[src/rtl/tmr_pkg.sv]
package tmr_pkg;
  localparam int DW         = 32;
  localparam int SEL_W      = 4;
  localparam int RELOAD_BIT = 6;
  localparam int UPDATE_BIT = 7;
  localparam int IE_BIT     = 14;
  localparam int FLAG_BIT   = 15;
  localparam int SRST_BIT   = 31;
  localparam int CH_CTL_OFS = 'h20;
  localparam int CH_RUN_OFS = 'h30;
  localparam int CH_FIX_OFS = 'h40;
  localparam int CH_STRIDE  = 'h40;

  typedef struct packed {
    logic             flag;
    logic             ie;
    logic             update;
    logic             reload;
    logic [SEL_W-1:0] sel;
  } ctl_t;
endpackage

[src/rtl/tmr_decode.sv]
module tmr_decode
  import tmr_pkg::*;
#(
  parameter int NCH       = 2,
  parameter int AW        = 8,
  parameter int MAJOR_REV = 2
) (
  input  logic                    req_i,
  input  logic                    we_i,
  input  logic [AW-1:0]           addr_i,
  input  logic [DW-1:0]           wdata_i,
  input  logic [NCH-1:0][DW-1:0]  ctl_rd_i,
  input  logic [NCH-1:0][DW-1:0]  cnt_rd_i,
  input  logic [NCH-1:0][DW-1:0]  fix_rd_i,
  output logic [NCH-1:0]          wr_ctl_o,
  output logic [NCH-1:0]          wr_fix_o,
  output logic                    srst_o,
  output logic [DW-1:0]           rdata_o
);
  localparam int             VER_OFS = CH_CTL_OFS + NCH * CH_STRIDE;
  localparam logic [DW-1:0]  VER_VAL = DW'(MAJOR_REV) << 24;

  function automatic logic [AW-1:0] ch_addr(int base, int n);
    return AW'(base + n * CH_STRIDE);
  endfunction

  logic wr;
  assign wr     = req_i && we_i;
  assign srst_o = wr && (addr_i == '0) && wdata_i[SRST_BIT];

  for (genvar n = 0; n < NCH; n++) begin : g_dec
    assign wr_ctl_o[n] = wr && (addr_i == ch_addr(CH_CTL_OFS, n));
    assign wr_fix_o[n] = wr && (addr_i == ch_addr(CH_FIX_OFS, n));
  end

  always_comb begin
    rdata_o = '0;
    if (addr_i == AW'(VER_OFS)) rdata_o = VER_VAL;
    for (int n = 0; n < NCH; n++) begin
      if (addr_i == ch_addr(CH_CTL_OFS, n)) rdata_o = ctl_rd_i[n];
      if (addr_i == ch_addr(CH_RUN_OFS, n)) rdata_o = cnt_rd_i[n];
      if (addr_i == ch_addr(CH_FIX_OFS, n)) rdata_o = fix_rd_i[n];
    end
  end
endmodule

[src/rtl/tmr_channel.sv]
module tmr_channel
  import tmr_pkg::*;
#(
  parameter int CW = 32
) (
  input  logic          clk_i,
  input  logic          rst_ni,
  input  logic          tick_i,
  input  logic          srst_i,
  input  logic          wr_ctl_i,
  input  logic          wr_fix_i,
  input  logic [DW-1:0] wdata_i,
  output logic [DW-1:0] ctl_rd_o,
  output logic [CW-1:0] cnt_o,
  output logic [CW-1:0] fix_o,
  output logic          flag_o,
  output logic          ie_o,
  output logic          sel_nz_o,
  output logic          reload_o
);
  ctl_t          ctl_q, ctl_d;
  logic [CW-1:0] cnt_q, cnt_d, fix_q, fix_d;
  logic          load_fix, step, hit;
  logic          unused_wbits;

  assign unused_wbits = ^{wdata_i[DW-1:FLAG_BIT+1], wdata_i[IE_BIT-1:UPDATE_BIT+1],
                          wdata_i[RELOAD_BIT-1:SEL_W]};

  // write restarts the count when immediate load is on or a one-shot has expired
  assign load_fix = wr_fix_i && (ctl_q.update || (cnt_q == '0 && !ctl_q.reload));
  assign step     = tick_i && (ctl_q.sel != '0) && !load_fix;
  assign hit      = step && (cnt_q == CW'(1));

  always_comb begin
    ctl_d = ctl_q;
    fix_d = fix_q;
    cnt_d = cnt_q;
    if (wr_ctl_i) begin
      ctl_d.sel    = wdata_i[SEL_W-1:0];
      ctl_d.reload = wdata_i[RELOAD_BIT];
      ctl_d.update = wdata_i[UPDATE_BIT];
      ctl_d.ie     = wdata_i[IE_BIT];
      ctl_d.flag   = ctl_q.flag && wdata_i[FLAG_BIT];
    end
    if (hit) ctl_d.flag = 1'b1;
    if (wr_fix_i) fix_d = wdata_i[CW-1:0];
    if (load_fix) cnt_d = wdata_i[CW-1:0];
    else if (step) begin
      if (cnt_q != '0)        cnt_d = cnt_q - CW'(1);
      else if (ctl_q.reload)  cnt_d = fix_q;
    end
    if (srst_i) begin
      ctl_d = '0;
      fix_d = '0;
      cnt_d = '0;
    end
  end

  always_ff @(posedge clk_i or negedge rst_ni) begin
    if (!rst_ni) begin
      ctl_q <= '0;
      fix_q <= '0;
      cnt_q <= '0;
    end else begin
      ctl_q <= ctl_d;
      fix_q <= fix_d;
      cnt_q <= cnt_d;
    end
  end

  always_comb begin
    ctl_rd_o                   = '0;
    ctl_rd_o[SEL_W-1:0]        = ctl_q.sel;
    ctl_rd_o[RELOAD_BIT]       = ctl_q.reload;
    ctl_rd_o[UPDATE_BIT]       = ctl_q.update;
    ctl_rd_o[IE_BIT]           = ctl_q.ie;
    ctl_rd_o[FLAG_BIT]         = ctl_q.flag;
  end

  assign cnt_o    = cnt_q;
  assign fix_o    = fix_q;
  assign flag_o   = ctl_q.flag;
  assign ie_o     = ctl_q.ie;
  assign sel_nz_o = ctl_q.sel != '0;
  assign reload_o = ctl_q.reload;
endmodule

[src/rtl/tmr_block.sv]
module tmr_block
  import tmr_pkg::*;
#(
  parameter int NCH       = 2,
  parameter int CW        = 32,
  parameter int AW        = 8,
  parameter int MAJOR_REV = 2
) (
  input  logic           clk_i,
  input  logic           rst_ni,
  input  logic           req_i,
  input  logic           we_i,
  input  logic [AW-1:0]  addr_i,
  input  logic [31:0]    wdata_i,
  output logic [31:0]    rdata_o,
  input  logic           tick_i,
  output logic [NCH-1:0] irq_o
);
  logic [NCH-1:0][DW-1:0] ctl_rd, cnt_rd, fix_rd;
  logic [NCH-1:0][CW-1:0] cnt_all, fix_all;
  logic [NCH-1:0]         wr_ctl, wr_fix, flag_v, ie_v, sel_nz_v, reload_v;
  logic                   srst;

  tmr_decode #(.NCH(NCH), .AW(AW), .MAJOR_REV(MAJOR_REV)) i_decode (
    .req_i    (req_i),
    .we_i     (we_i),
    .addr_i   (addr_i),
    .wdata_i  (wdata_i),
    .ctl_rd_i (ctl_rd),
    .cnt_rd_i (cnt_rd),
    .fix_rd_i (fix_rd),
    .wr_ctl_o (wr_ctl),
    .wr_fix_o (wr_fix),
    .srst_o   (srst),
    .rdata_o  (rdata_o)
  );

  for (genvar n = 0; n < NCH; n++) begin : g_ch
    tmr_channel #(.CW(CW)) i_channel (
      .clk_i    (clk_i),
      .rst_ni   (rst_ni),
      .tick_i   (tick_i),
      .srst_i   (srst),
      .wr_ctl_i (wr_ctl[n]),
      .wr_fix_i (wr_fix[n]),
      .wdata_i  (wdata_i),
      .ctl_rd_o (ctl_rd[n]),
      .cnt_o    (cnt_all[n]),
      .fix_o    (fix_all[n]),
      .flag_o   (flag_v[n]),
      .ie_o     (ie_v[n]),
      .sel_nz_o (sel_nz_v[n]),
      .reload_o (reload_v[n])
    );
    assign cnt_rd[n] = DW'(cnt_all[n]);
    assign fix_rd[n] = DW'(fix_all[n]);
  end

  assign irq_o = flag_v & ie_v;
endmodule

[config.mk]
export PLATFORM = sky130hd
export DESIGN_NAME = tmr_block
export DESIGN_NICKNAME = d
export VERILOG_FILES = /design/src/rtl/tmr_pkg.sv /design/src/rtl/tmr_decode.sv /design/src/rtl/tmr_channel.sv /design/src/rtl/tmr_block.sv
export SDC_FILE = /design/constraint.sdc
export NUM_CORES = 1
export LEC_CHECK = 0
export BUFFER_PORTS_ARGS = -buffer_cell sky130_fd_sc_hd__buf_2
export CAP_MARGIN = 20
export CELL_PAD_IN_SITES_DETAIL_PLACEMENT = 1
export CELL_PAD_IN_SITES_GLOBAL_PLACEMENT = 2
export CORE_MARGIN = 1.5
export CORE_UTILIZATION = 36
export DETAILED_ROUTE_END_ITERATION = 12
export PLACE_DENSITY_LB_ADDON = 0.12
export SYNTH_ARGS = -nofsm -noshare
export SYNTH_HDL_FRONTEND = slang
export SYNTH_SLANG_ARGS = --single-unit
[constraint.sdc]
create_clock -name clk_i -period 3.6 [get_ports clk_i]
set_clock_uncertainty 0.05 [all_clocks]
set_input_delay 0.54 -clock clk_i [delete_from_list [all_inputs] [get_ports clk_i]]
set_output_delay 0.54 -clock clk_i [all_outputs]
set_load 0.02 [all_outputs]
# Word-level counts from Yosys, hierarchy flattened

Cells that the tools add are included.

$add $sub $neg: 2
$mul: 0
Div/mod/pow operators: 0
Magnitude comparators: 0
Equal/unequal tests: 9
Shift operators: 0
Multiplexer cells: 27
Bitwise logic cells: 1
Reduce and logical (&&, ||, !) cells: 44

Operators by type and width:

| operator                                                              | number |
|---|---|
| 32-bit two-way mux                                                    | 19 |
| 32-bit by 1-bit == test with 1-bit output (second input constant)     | 2 |
| 32-bit zero test                                                      | 2 |
| 32-bit nonzero test                                                   | 2 |
| 32-bit by 1-bit subtractor with 32-bit output (second input constant) | 2 |
| 26-bit two-way mux                                                    | 2 |
| 8-bit two-way mux                                                     | 4 |
| 8-bit by 7-bit == test with 1-bit output (second input constant)      | 3 |
| 1-bit logical AND                                                     | 19 |
| 8-bit by 6-bit == test with 1-bit output (second input constant)      | 2 |
| 8-bit == test (second input constant)                                 | 2 |
| 4-bit nonzero test                                                    | 4 |
| 3-bit nonzero test                                                    | 4 |
| 8-bit zero test                                                       | 1 |
| 2-bit nonzero test                                                    | 4 |
| 1-bit zero test                                                       | 4 |
| 2-bit AND reduction                                                   | 2 |
| 2-bit bitwise AND                                                     | 1 |
| 1-bit logical OR                                                      | 2 |
| 1-bit two-way mux                                                     | 2 |

Register bits after elaboration: 144
Latch bits: 0
RAM bits: 0
Bits in read-only memories: 0
Bits of input ports: 45
Output and inout bits: 34
Word-level logic and storage cells: 97
Memories kept: 0

# Longest topological paths before layout

Gate-level depths: netlist (run 1).

Depth in word-level cells: 9
Depth in mapped cells: 12
Mapped depth without buffers: 9

# Cells and area by module

From an unflattened synthesis (run 1), not the netlist that was laid out.

Cells, all modules: 1197
Area total of the unflattened synthesis: 10495.1 µm²

By module, submodules not included:

| module                           | times used | cells an instance | area each (µm²) | sequential area each (µm²) |
|---|---|---|---|---|
| tmr_channel at g_ch[0].i_channel | 1          | 479               | 4360.4          | 1801.7 |
| tmr_channel at g_ch[1].i_channel | 1          | 460               | 4319.1          | 1801.7 |
| tmr_decode                       | 1          | 256               | 1803.0          | 0.0 |
| tmr_block                        | 1          | 2                 | 12.5            | 0.0 |

# Worst setup path after synthesis (run 1)

Ideal clock, no wire load.

Path type: input to output
From: in addr_i[1]
To: out rdata_o[24]
Arrival time: 2.462 ns
Data required time: 3.010 ns
Setup slack: 0.548 ns
Cell stages on the path: 8
Path buffers: 2
Path through: nor4_1 -> nor2b_1 -> nor2b_1 -> nor2b_1 -> clkbuf_1 -> buf_1 -> nand2_1 -> nand2_1

Longest elaborated chain between the ends: 7
Elaborated cells between the ends (all ways): 12
Classes of those cells: eq/ne (6); mux (6)

RTL lines:

| element                                  | RTL line         | source |
|---|---|---|
| start: declaration                       | tmr_block.sv:13  | `input logic [AW-1:0] addr_i,` |
| 8-bit by 6-bit == test with 1-bit output | tmr_decode.sv:40 | `if (addr_i == ch_addr(CH_CTL_OFS, n)) rdata_o = ctl_rd_i[n];` |
| 26-bit two-way mux                       | tmr_decode.sv:40 |  |
| 32-bit two-way mux                       | tmr_decode.sv:41 | `if (addr_i == ch_addr(CH_RUN_OFS, n)) rdata_o = cnt_rd_i[n];` |
| 32-bit two-way mux                       | tmr_decode.sv:42 | `if (addr_i == ch_addr(CH_FIX_OFS, n)) rdata_o = fix_rd_i[n];` |
| 32-bit two-way mux                       | tmr_decode.sv:40 |  |
| 32-bit two-way mux                       | tmr_decode.sv:41 |  |
| 32-bit two-way mux *                     | tmr_decode.sv:42 |  |
| end: declaration                         | tmr_block.sv:15  | `output logic [31:0] rdata_o,` |

Mark *: on every way between the ends. The rest lies on a longest branch, timed or not.

# Final worst setup path (run 1)

From: reg g_ch[0].i_channel.cnt_q[18]
To: reg g_ch[0].i_channel.cnt_q[24]

Longest elaborated chain between the ends: 8
Elaborated cells between the ends (all ways): 15
Classes of those cells: add/sub (1); mux (4); reduce/logical (10)

RTL lines:

| element                                                                                               | RTL line          | source |
|---|---|---|
| start: declaration                                                                                    | tmr_channel.sv:22 | `logic [CW-1:0] cnt_q, cnt_d, fix_q, fix_d;` |
| start signal: assignment                                                                              | tmr_channel.sv:67 | `cnt_q <= cnt_d;` |
| parallel branches: the longest is 8 deep, another holds 32-bit by 1-bit subtractor with 32-bit output | n/a               |  |

Several ways; the timed one is not identified. The select of a mux whose other input is x is not followed.
A chain may end at the register's enable or synchronous reset.

==> summary.md, run 1 <==
| Metric | Value |
|---|---|
| EDFF count, synth | 0 |
| Global Route Usage Sum | 31.87% |
| Die W | 160.3 um |
| Sequential share of power | 37.1% |
| Top post-synthesis cells by area | dfrtp_1 (40%), nand2_1 (11%), a21oi_1 (7.9%) |
| Average size of a mapped cell | ~7.7 um^2 |
| Final RePlAce weighted congestion | about 0.9 |
| Leak | 0.004628 uW |
| H-tree levels | 4 |
| Gate power share | 31.8% |
| Max FO, Critical Path | 15 |
| Status | finished, final reports clean |
| IR drop worst, VDD | 0.0003038 V |
| RSZ-0062 raised after global routing | no |
| DPL Wire Length | 29.73 mm |
| Dpl ws | around 0.45 ns |
| Post-synthesis register bit count | around 140 |
| Post-Syn Nets | roughly 1,200 |
| Global route overflow | 0 |
| Clock Sinks | 144 |
| Internal cell power | about 3800 uW |
| Yosys cell types | 67 |
| Most numerous cell in the Yosys netlist | nand2_1 |
| Vias post-DR | 9,587 |
| Post-Syn Area | 8907 um^2 |
| Final Hold Violating Endpoints | 0 |
| Synth cell count leaders | nand2_1 (265), dfrtp_1 (144), a21oi_1 (140), nor2_1 (119), clkbuf_1 (71) |
| CORE AREA | 24,320 um^2 |
| Crit start category | flip-flop |
| Worst slew pin tran | 0.9242 ns |
| Remaining DRCs | 0 |
| Routed Wire Length | roughly 40 mm |
| Setup TNS | 0 ns |
| Worst Hold Class | input pin to async pin |
| Gate Count Post-Synth | 1,153 |
| Setup violators final | 0 |
| Worst setup path category | flip-flop to flip-flop |
| P_sw | 2514 uW |
| Seq/Total Area, Yosys | 40.46% |
| DIE AREA | 25,690 um^2 |
| First-pass GRT wire length | 61.29 mm |
| CP Capture Type | flip-flop |
| Via density | 6.161 |
| Initial antenna violation count | 1 |
| Largest area contributor in the netlist | dfrtp_1 |
| Max frequency | 316.2 MHz |
| DRT Pass-1 Iters | 8 |
| Worst path required time | 3.87 ns |
| Initial core utilization | between 30% and 40% |
| Drt wl/cell | 25.68 um |
| WHS | 0.008369 ns |
| PwrDens | 605.8 nW/um^2 |
| Switch share | between 30% and 40% |
| Synth top area share | between 40% and 50% |
| Worst setup margin | 0.4375 ns |
| Clock Latency Late Sink | 0.44 ns |
| Cts repair resizes | 0 |
| Number of I/O pins | 79 |
| Rel. slew slack | 38.16% |
| CTS Hold Bufs | 0 |
| Largest net degree at the start of global routing | 52 |
| Ys flop type | dfrtp_1 |
| Number of CTS-inserted buffers | 17 |
| Nets | 1,267 |
| R2R Setup Slk | 0.44 ns |
| Clock Path Buffers | 2 |
| Final period util | 87.85% |
| Clk pwr share | 31.1% |
| Setup repair bufs after CTS | 0 |
| Layout cell share with drive strength beyond 1 | 15.35% |
| CTS tree | built |
| Maxcap violations | 0 |
| PortBufs | 78 |
| Final min period | between 3 and 4 ns |
| Critical path arrival | 3.44 ns |
| Async S/R FF share, synth | 100.0% |
| Die H | 160.3 um |
| Clock root buffer | clkbuf_16 |
| Max Transition Viols Final | 0 |
| Vias in the first global route | between 9,000 and 10,000 |
| Antenna-violating nets left | 0 |
| Yosys warns | 0 |
| FP Rows | 57 |
| Initial DRC Count | 974 |
| Syn-to-layout area delta | 17.66% |
| Clk slew on worst S/H paths | ~0.07 ns |
-- power groups by stage --
stage	Clock, uW	Sequential, uW	Combinational [uW]
2_1_floorplan	0	2130	1440
3_3_place_gp	0	2360	1960
3_5_place_dp	0	2370	1980
4_1_cts	1990	2340	2000
5_1_grt	2050	2400	2230
6_report	1970	2360	2020
-- per-layer routing --
metal | share of wire (%) | global-route usage (%)
met2 | 44 | 47.47
met4 | 1.7 | 8.921
met5 | 0 | 0
met1 | 47 | 47.82
met3 | 6.7 | 4.726
-- final cells by class --
| cell class | instances | area [um^2] |
|---|---|---|
| Sequential cell | 144 | 3603 |
| Tap cell | 324 | 405.4 |
| Inverter | 11 | 41.29 |
| Clock buffer | 20 | 456.7 |
| Fill cell | 2970 | 13840 |
| Timing Repair Buffer | 133 | 850.8 |
| Multi-Input combinational cell | 911 | 4938 |
| Clock inverter | 12 | 181.4 |
| Antenna cell | 1 | 2.502 |
-- critical path, stage by stage, from the launching register on --
cell	delay (ns)
dfrtp_1	0.44
or4_4	0.58
or4b_1	0.63
o41a_1	0.72
nand3_2	0.27
nor3_1	0.08
a211oi_1	0.22
nor2_1	0.07
-- final timing paths --
path	startpoint	to	depth (start not counted)
min	rst_ni	g_ch[0].i_channel.cnt_o[8]	1
min reg2reg	g_ch[1].i_channel.fix_o[11]	g_ch[1].i_channel.fix_o[11]	2
min in group clk_i	wdata_i[5]	g_ch[0].i_channel.fix_o[5]	3
max in group asynchronous	rst_ni	g_ch[1].i_channel.fix_o[9]	2
max reg2reg	g_ch[0].i_channel.cnt_o[18]	g_ch[0].i_channel.cnt_o[24]	7
max	g_ch[0].i_channel.cnt_o[18]	g_ch[0].i_channel.cnt_o[24]	7
-- kinds of logic after synthesis --
| group | Yosys count | share of synthesized area [%] |
|---|---|---|
| compound gates | 349 | 24.51 |
| fa+ha+maj | 4 | 0.5619 |
| simple gates | 521 | 25.86 |
| buf+inv | 98 | 4.509 |
| mux | 27 | 3.118 |
| flops | 144 | 40.46 |
| xor+xnor | 10 | 0.9834 |
-- state kept, by name, indices dropped and copies added, names as in the netlist --
signal and count:
g_ch.i_channel.cnt_o 64, g_ch.i_channel.fix_o 64, g_ch.i_channel.ctl_rd_o 10, g_ch.i_channel.flag_o 2, g_ch.i_channel.ie_o 2, g_ch.i_channel.reload_o 2
-- stage by stage --
stage	util [%]	total power [uW]	instance area [um^2]	std cells
2_1_floorplan	-	3571	8907	1153
3_3_place_gp	40.41	4321	9828	1522
3_5_place_dp	40.46	4350	9839	1523
4_1_cts	43.08	6335	10480	1555
5_1_grt	43.09	6683	10480	1556
6_report	43.09	6349	10480	1556
-- layout by cell type, fill, tap and decap left out, types with 8 or more instances in the layout --
cell type  instances
a22oi_1            9
nor3_1            32
clkbuf_16         17
or3_1              8
inv_1             11
buf_2             77
buf_4             51
nand2_1          265
a211oi_1          10
nand4_1            8
a21oi_1          139
a222oi_1          24
a31oi_1           15
nor4_1            21
mux2i_1           21
o21ai_0           66
nand3_1           19
or4_1             10
o31ai_1            8
nor2_1           118
o22ai_1           17
dfrtp_1          144
o211ai_1          10
Power figures use the tool's default switching activity.
==> run 2, diff against run 1 <==
--- a/constraint.sdc
+++ b/constraint.sdc
@@ -3,3 +3,3 @@
 set_input_delay 0.54 -clock clk_i [delete_from_list [all_inputs] [get_ports clk_i]]
 set_output_delay 0.54 -clock clk_i [all_outputs]
-set_load 0.02 [all_outputs]
+set_load 0.05 [all_outputs]
==> run 2 against run 1 <==
Count of clock-buffer cells in the layout decreased by 1. Sequential cell count unchanged. Wire length decreased by 0.44%. Power decreased by 3.4%. Via count decreased by 1.3%. Final cell count decreased by 0.26%. Largest power group unchanged. Critical path depth unchanged. Worst hold slack improved by 0.079 ns. Clock power decreased by 11%. Maximum frequency decreased by 4.1%. First-iteration DRC count decreased by 10%. Sequential share of layout area increased by 0.32 points.
==> summary.md, run 2 (synthesized netlist as in run 1, its figures left out) <==
| Metric | Value |
|---|---|
| Status | finished, final reports clean |
| Reg2reg end | g_ch[0].i_channel.cnt_o[0] |
| Nets | 1,265 |
| Reg2reg path depth | 7 |
| Antenna-violating nets left | 0 |
| PortBufs | 78 |
| Final min period | 3.297 ns |
| Worst path required time | approximately 3.8 ns |
| Crit start category | flip-flop |
| Most frequent cells in the layout | nand2_1 (265), dfrtp_1 (144), a21oi_1 (139), nor2_1 (118), buf_2 (77) |
| Initial DRC Count | 873 |
| Clock Sinks | 144 |
| Leading cell type in the layout, fill and taps excluded | nand2_1 |
| Worst setup margin | 0.3034 ns |
| CP startpoint | g_ch[0].i_channel.cnt_o[18] |
| Max stage delay on crit path | a little over 0.6 ns |
| Final RePlAce weighted congestion | just under 0.9 |
| Global Route Usage Sum | a little under a third |
| Number of I/O pins | 79 |
| Rel. slew slack | 41.05% |
| Clk pwr share | 28.7% |
| R2R Path Start | g_ch[0].i_channel.cnt_o[18] |
| Dpl ws | 0.3262 ns |
| DPL Wire Length | 29.19 mm |
| Setup repair bufs after CTS | 0 |
| Worst setup path category | flip-flop to flip-flop |
| Internal cell power | between 3000 and 4000 uW |
| Sequential share of power | 38.5% |
| CTS Hold Bufs | 0 |
| CP Cell Sequence | or4_4 -> or4b_1 -> or3_1 -> a21oi_1 -> nor3_1 -> a2111oi_0 -> nor2_1 |
| DIE AREA | 25,690 um^2 |
| Layout cell share with drive strength beyond 1 | 15.23% |
| Delay-heaviest family, CP | simple AND/OR/NAND/NOR gates |
| Die W | 160.3 um |
| Maxcap violations | 0 |
| Clock Latency Late Sink | 0.43 ns |
| Setup violators final | 0 |
| CP Capture Type | flip-flop |
| Critical path arrival | 3.53 ns |
| Syn-to-layout area delta | 16.58% |
| R2R Setup Slk | around 0.3 ns |
| H-tree levels | 4 |
| DRT Pass-1 Iters | 8 |
| Routed Wire Length | 39.78 mm |
| Vias post-DR | 9,464 |
| Leak | between 0.004 and 0.005 uW |
| PwrDens | between 500 and 600 nW/um^2 |
| Die H | between 150 and 200 um |
| Initial antenna violation count | 0 |
| Drt wl/cell | 25.63 um |
| Total Power | 6135 uW |
| Remaining DRCs | 0 |
| Final Hold Violating Endpoints | 0 |
| Worst Hold Class | input pin to async pin |
| Number of CTS-inserted buffers | 17 |
| Fillcell total | slightly below 3,000 |
| Final period util | 91.57% |
| FP Rows | 57 |
| Initial core utilization | 36.63% |
| Max Transition Viols Final | 0 |
| N_diodes | 0 |
| Vias in the first global route | between 9,000 and 10,000 |
| Clock root buffer | clkbuf_16 |
| IR drop worst, VDD | around 0.00027 V |
| Max FO, Critical Path | 6 |
| CORE AREA | between 20,000 and 25,000 um^2 |
| WP buf/inv | 0 |
| Worst slew pin tran | 0.8810 ns |
| P_sw | around 2500 uW |
| Clock Path Buffers | 2 |
| Cts repair resizes | 0 |
| Global route overflow | 0 |
| CTS tree | built |
| Critical-path top delay cell | or4b_1 |
| First-pass GRT wire length | ~60 mm |
| Largest net degree at the start of global routing | 83 |
| Max frequency | 303.3 MHz |
| Via density | approximately 6.1 |
| Gate power share | 32.8% |
| Clk slew on worst S/H paths | 0.07 ns |
| Setup TNS | 0 ns |
| Switch share | 40.85% |
| RSZ-0062 raised after global routing | no |
run 2: changes by cell type in the layout (fill, tap and decap cells not counted):
| cell | change |
|---|---|
| buf_4 | -1 |
| buf_6 | -1 |
| bufinv_16 | -3 |
| clkbuf_1 | -1 |
| clkinv_2 | +2 |
| diode_2 | -1 |
| inv_6 | +1 |
run 2: worst max-delay path by stage:
stage | depth (start not counted) | endpoint | slack [ns]
after floorplan | 7 | rdata_o[3] | 0.15
after CTS | 7 | g_ch[0].i_channel.cnt_o[0] | 0.30
after global placement | 7 | g_ch[0].i_channel.cnt_o[0] | 0.32
after global routing | 9 | g_ch[0].i_channel.cnt_o[0] | 0.07
final | 7 | g_ch[0].i_channel.cnt_o[0] | 0.30
after detailed placement | 7 | g_ch[0].i_channel.cnt_o[0] | 0.33
run 2: power groups by stage:
stage	combinational, uW	clock (uW)	sequential, uW
global placement	1970	0	2370
floorplan	1440	0	2130
CTS	2000	1780	2350
global route	2220	1840	2400
detailed placement	1980	0	2370
finish	2020	1760	2360
run 2: layer usage:
layer | part of all wire [%] | wire length (um) | track usage (%)
met5 | 0 | 0 | 0
met4 | 1.3 | 502 | 6.457
met3 | 6.8 | 2687 | 4.442
met2 | 45 | 17720 | 47.33
met1 | 47 | 18870 | 47.67
run 2: area by class of cell:
type                       instances  area (um^2)  share of cell area, %
tap                              324        405.4                  3.904
clock inverter                    12        110.1                  1.060
clock buffer                      19        452.9                  4.362
multi-input combinational        911         4938                  47.56
inverter                          11        41.29                 0.3976
sequential                       144         3603                  34.70
timing repair buffer             131        832.0                  8.013
run 2: through the flow:
stage,instance area (um^2),instances,utilization (%),hold slack [ns]
floorplan,8907,1153,-,0.1944
finish,10380,1552,42.70,0.08744
global placement,9813,1520,40.35,0.4778
detailed placement,9813,1520,40.35,0.4938
global route,10380,1552,42.70,0.1249
CTS,10380,1551,42.67,0.1200
